==> src/rtl/sff_pkg.sv <==
package sff_pkg;
  // Operation of the shared adder-subtracter; the encoding is the carry-in.
  typedef enum logic {
    OP_SUM  = 1'b0,
    OP_DIFF = 1'b1
  } op_e;

  // Number of parts per complex sample (real, imaginary).
  localparam int NPARTS = 2;
endpackage

==> src/rtl/sff_delay_line.sv <==
// Sample delay of DEPTH accepted inputs. Short delays use a register chain;
// long delays use a read-before-write memory plus one output register.
module sff_delay_line #(
  parameter int W       = 32,
  parameter int DEPTH   = 8,
  parameter int SRL_MAX = 16
) (
  input  logic         clk,
  input  logic         rst,
  input  logic         en,
  input  logic [W-1:0] din,
  output logic [W-1:0] dout
);
  generate
    if (DEPTH <= SRL_MAX) begin : g_chain
      logic [W-1:0] taps [DEPTH];
      always_ff @(posedge clk) begin
        if (en) begin
          taps[0] <= din;
          for (int i = 1; i < DEPTH; i++) taps[i] <= taps[i-1];
        end
      end
      assign dout = taps[DEPTH-1];
    end else begin : g_mem
      localparam int RD = DEPTH - 1;
      localparam int AW = (RD > 1) ? $clog2(RD) : 1;
      logic [W-1:0]  mem [RD];
      logic [W-1:0]  rd_q;
      logic [AW-1:0] ptr;
      always_ff @(posedge clk) begin
        if (en) begin
          rd_q     <= mem[ptr];
          mem[ptr] <= din;
        end
      end
      always_ff @(posedge clk) begin
        if (rst) begin
          ptr <= '0;
        end else if (en) begin
          ptr <= (ptr == AW'(RD - 1)) ? '0 : ptr + 1'b1;
        end
      end
      assign dout = rd_q;
    end
  endgenerate
endmodule

==> src/rtl/sff_addsub.sv <==
// One part of the shared adder-subtracter: a + b or a - b at W+1 bits,
// then halved and truncated back to W bits.
module sff_addsub
  import sff_pkg::*;
#(
  parameter int W = 16
) (
  input  op_e                 op,
  input  logic signed [W-1:0] opa,
  input  logic signed [W-1:0] opb,
  output logic signed [W-1:0] res
);
  logic signed [W:0] ext_a;
  logic signed [W:0] ext_b;
  logic signed [W:0] full;
  logic              cin;

  always_comb begin
    cin   = op;
    ext_a = {opa[W-1], opa};
    ext_b = cin ? ~{opb[W-1], opb} : {opb[W-1], opb};
    full  = ext_a + ext_b + {{W{1'b0}}, cin};
    res   = full[W:1];
  end
endmodule

==> src/rtl/sff_stage.sv <==
// Radix-2 feedforward FFT stage with a single time-shared adder-subtracter.
module sff_stage
  import sff_pkg::*;
#(
  parameter int DATA_W   = 16,
  parameter int HALF_LEN = 8,
  parameter int SRL_MAX  = 16
) (
  input  logic                     clk,
  input  logic                     rst,
  input  logic                     in_valid,
  input  logic                     first_half,
  input  logic signed [DATA_W-1:0] in_re,
  input  logic signed [DATA_W-1:0] in_im,
  output logic                     out_valid,
  output logic signed [DATA_W-1:0] out_re,
  output logic signed [DATA_W-1:0] out_im
);
  localparam int CW = NPARTS * DATA_W;

  logic [CW-1:0] din;
  logic [CW-1:0] a_q;
  logic [CW-1:0] b_q;
  logic [CW-1:0] opa;
  logic [CW-1:0] opb;
  logic [CW-1:0] res;
  op_e           op;

  logic signed [DATA_W-1:0] a_re;
  logic signed [DATA_W-1:0] b_re;

  assign din  = {in_im, in_re};
  assign a_re = a_q[DATA_W-1:0];
  assign b_re = b_q[DATA_W-1:0];

  sff_delay_line #(.W(CW), .DEPTH(HALF_LEN), .SRL_MAX(SRL_MAX)) dly_a_i (
    .clk(clk), .rst(rst), .en(in_valid), .din(din), .dout(a_q)
  );

  sff_delay_line #(.W(CW), .DEPTH(HALF_LEN), .SRL_MAX(SRL_MAX)) dly_b_i (
    .clk(clk), .rst(rst), .en(in_valid), .din(a_q), .dout(b_q)
  );

  // Phase bit goes straight to the carry-in; no inversion on this path.
  assign op = op_e'(first_half);

  // Operand multiplexers: sum uses (delayed, current), difference uses
  // (twice delayed, once delayed).
  always_comb begin
    if (op == OP_DIFF) begin
      opa = b_q;
      opb = a_q;
    end else begin
      opa = a_q;
      opb = din;
    end
  end

  generate
    for (genvar g = 0; g < NPARTS; g++) begin : g_part
      sff_addsub #(.W(DATA_W)) addsub_i (
        .op (op),
        .opa(opa[g*DATA_W +: DATA_W]),
        .opb(opb[g*DATA_W +: DATA_W]),
        .res(res[g*DATA_W +: DATA_W])
      );
    end
  endgenerate

  always_ff @(posedge clk) begin
    if (rst) begin
      out_valid <= 1'b0;
      out_re    <= '0;
      out_im    <= '0;
    end else begin
      out_valid <= in_valid;
      if (in_valid) begin
        out_re <= res[DATA_W-1:0];
        out_im <= res[CW-1:DATA_W];
      end
    end
  end
endmodule

==> config.mk <==
export PLATFORM = sky130hd
export DESIGN_NAME = sff_stage
export DESIGN_NICKNAME = d
export VERILOG_FILES = /design/src/rtl/sff_pkg.sv /design/src/rtl/sff_delay_line.sv /design/src/rtl/sff_addsub.sv /design/src/rtl/sff_stage.sv
export SDC_FILE = /design/constraint.sdc
export NUM_CORES = 1
export LEC_CHECK = 0
export BUFFER_PORTS_ARGS = -buffer_cell sky130_fd_sc_hd__buf_2
export CAP_MARGIN = 5
export CORE_UTILIZATION = 30
export CTS_CLUSTER_DIAMETER = 150
export CTS_CLUSTER_SIZE = 10
export DETAILED_ROUTE_END_ITERATION = 12
export PLACE_DENSITY_LB_ADDON = 0.05
export SLEW_MARGIN = 30
export SYNTH_ARGS = -nofsm -noshare
export SYNTH_HDL_FRONTEND = slang
export SYNTH_SLANG_ARGS = --single-unit
export TNS_END_PERCENT = 20
==> constraint.sdc <==
create_clock -name clk -period 3.4 [get_ports clk]
set_input_delay 0 -clock clk [delete_from_list [all_inputs] [get_ports clk]]
set_output_delay 0 -clock clk [all_outputs]
set_load 0.05 [all_outputs]
==> metrics.yaml <==
grt:
  grtUsageTotal_pct: 10.6
  grt.overflow.total: 0
  grt_first_pass_wirelength_mm: 51.1
  grt_pass1_vias: 8496
  grt_max_degree: 172
  antenna_found_initial: 1
final_layout:
  area_growth_pct: 18.7
  drive_gt1_share_pct: 15.6
  final_core_util_pct: 36.2
  fin_nets: 1173
  final.fill_count: 5825
  diodes: 0
setup_path:
  r2r_start: "dly_a_i.g_chain.taps[1][96]"
  path_class: "reg -> reg"
  required_ns: 3.88
  worstRegToRegCells: 9
  critPathArrivalTime_ns: 3.32
  crit_path_end_kind: "register"
  rr_endpoint: "out_re[11]"
  cp_max_fo: 3
  r2r_slack_ns: 0.56
  start_kind: "register"
clocking:
  cts_tree: "yes"
  cts.clk_slew.worst_paths_ns: 0.06
  root_buffer: "clkbuf_16"
  cts_max_level: 2
  clock_path_buffers: 3
  numCtsBuffers: 60
  clk_latency_ns: 0.61
  post_cts_resized: 0
  cts.sinks: 545
yosys:
  yosysSeqAreaShare_pct: 84.7
  postSynthCellCount: 952
  async_flop_share_pct: 0
  synthDistinctLibCells: 63
  synthTopCellsByArea: "edfxtp_1 (81%), dfxtp_1 (3.5%), mux2i_1 (2.2%), ha_1 (2.0%), mux2_2 (1.8%)"
  synth_flop_cell: "edfxtp_1"
  syn_area_per_cell_um2: 19.9
  synth.ff_latch_count: 545
  syn_area_um2: 18900
  yosys_warnings: 0
  synth_edf_count: 512
  synth_top_area_share_pct: 81.2
  syn_nets: 1020
  synth_top_cell_by_area: "edfxtp_1"
routing:
  antenna_left: 0
  drc_errors: 0
  wl_mm: 33.2
  route.detailed.wl_per_inst_um: 16.6
  drt_iter0_drc: 529
  vias: 8529
  vias_per_cell: 4.28
  first_pass_iters: 6
run_status:
  outcome: "finished clean"
timing:
  relSlewSlack_pct: 31.6
  period_minus_slack_ns: 2.84
  rsz0062_at_grt: "no"
  maxSlewViolCount: 0
  hold_violations: 0
  tns_ns: 0
  setup_slack_ns: 0.559
  setup_viol: 0
  fin_worst_skew_ns: 0.0204
  worstMarginPinSlew_ns: 1.03
  post-route-period-util_pct: 83.5
  fmax_ghz: 0.352
floorplanning:
  row_count: 91
  die_x_um: 253
  initial_utilization_pct: 30.5
  dieArea_um2: 64100
  io_pins: 69
  core_region_area_um2: 62100
  dieHeight_um: 253
placed_design:
  io_buffer_count: 68
  dp_slack_ns: 0.360
  routabilityCongestion: 0.767
  hpwl_mm: 19.7
worst_hold_path:
  min_path_type: "in -> reg"
  min_from: "in_re[4]"
  holdPathStages: 2
  holdPathEnd: "dly_a_i.g_chain.taps[0][4]"
power_and_ir_drop:
  static-leakage-power_nw: 7.98
  finalPower_w: 0.0150
  ir_worst_vdd_uv: 404
  p_per_area_nw_per_um2: 666
job:
  cap_violations: 0
[Yosys cell counts, types with 7 or more instances]
master    count
clkbuf_1     13
o21ai_0      18
xnor2_1      13
a21o_1       12
inv_1        41
a21oi_1      29
edfxtp_1    512
nor2_1       38
mux2i_1      41
nor3_1        7
nand2_1      31
a211oi_1      7
dfxtp_1      33
ha_1         30
mux2_2       30
[flip-flops by register name, summed over array words and instances (netlist names)]
name                  cells
out_valid                 1
out_re                   16
dly_b_i.g_chain.taps    256
dly_a_i.g_chain.taps    256
out_im                   16
[layout make-up]
type                    count  area [um2]  area share [%]
well taps                 837        1050            4.66
inverters                  42         158           0.702
repair buffers            110         816            3.63
clock inverters             2        23.8           0.106
clock buffers             110        1730            7.71
flip-flops and latches    545       16000            71.4
multi-input cells         346        2660            11.8
[worst max-delay path, stage by stage (launching register included)]
cell and delay, ns:
edfxtp_1 0.40, a21oi_1 0.28, nor2_1 0.14, fa_1 0.43, a21oi_1 0.20, o21ai_0 0.19, a211o_1 0.31, a21oi_1 0.24
nor4_1 0.08, or3b_2 0.44
[power breakdown]
part / total (W) / leakage (nW) / internal [W] / switching, W
logic: 0.00112 / 1.87 / 0.000373 / 0.000747
clock network: 0.00587 / 0.828 / 0.00339 / 0.00248
registers: 0.00796 / 5.28 / 0.00782 / 0.000147
[metal layers]
metal | GRT usage, % | up-vias | part of all wire, %
li1 | - | 4013 | -
met4 | 4.45 | 2 | 2.9
met1 | 15.8 | 4300 | 51
met5 | 0 | - | 0.027
met2 | 14.4 | 146 | 41
met3 | 2.56 | 68 | 4.7
[cell usage in the layout (no fill, tap or decap), types with 3 or more instances in the layout]
| cell type | n |
|---|---|
| nor3_1 | 7 |
| a21o_1 | 12 |
| nor4_1 | 4 |
| a21oi_1 | 29 |
| a21oi_2 | 3 |
| xor2_1 | 3 |
| o31ai_1 | 3 |
| nand2_1 | 31 |
| nor2_1 | 38 |
| buf_4 | 4 |
| edfxtp_1 | 512 |
| o21ai_0 | 18 |
| nand4_1 | 4 |
| a211oi_1 | 7 |
| nand2b_1 | 5 |
| clkbuf_16 | 62 |
| mux2i_1 | 41 |
| dlygate4sd3_1 | 34 |
| clkbuf_1 | 48 |
| ha_1 | 30 |
| nor2b_1 | 3 |
| inv_1 | 41 |
| or3_1 | 4 |
| and3_1 | 5 |
| buf_2 | 66 |
| mux2_2 | 30 |
| buf_12 | 5 |
| dfxtp_1 | 33 |
| o21a_1 | 3 |
| o22ai_1 | 4 |
| a31oi_1 | 5 |
| xnor2_1 | 13 |
| nand3_1 | 6 |
[how the worst max path moves through the flow]
| stage | start | to | slack (ns) | cells after the start |
|---|---|---|---|---|
| detailed placement | first_half | out_re[11] | 0.36 | 10 |
| global placement | first_half | out_re[11] | 0.40 | 10 |
| floorplan | first_half | out_re[11] | 0.69 | 10 |
| CTS | dly_a_i.g_chain.taps[1][96] | out_re[11] | 0.53 | 9 |
| global route | dly_a_i.g_chain.taps[1][96] | out_re[11] | 0.32 | 9 |
| finish | dly_a_i.g_chain.taps[1][96] | out_re[11] | 0.56 | 9 |
[through the flow]
stage / cells / hold slack (ns) / area, um2
CTS: 1992 / 0.0604 / 22500
floorplan: 952 / 0.0989 / 18900
global route: 1992 / 0.0912 / 22500
detailed placement: 1846 / 0.192 / 20400
global placement: 1846 / 0.194 / 20400
finish: 1992 / 0.120 / 22500
[logic make-up (layout without fill, tap and decap cells)]
| group | Yosys count | after routing | share of synthesized area, % |
|---|---|---|---|
| XOR/XNOR | 16 | 16 | 0.740 |
| flip-flops | 545 | 545 | 84.7 |
| AND/OR/NAND/NOR | 119 | 119 | 3.04 |
| AO/OA/AOI/OAI | 108 | 108 | 4.11 |
| multiplexers | 71 | 71 | 3.95 |
| buffers and inverters | 61 | 264 | 1.24 |
| adder cells (fa/ha/maj) | 32 | 32 | 2.19 |
[what timing repair did]
item	CTS	global route
hold buffers	34	0
endpoints found under the hold margin	95	0
buffers inserted	0	0
Note: power is estimated with default switching activity, not from simulation.
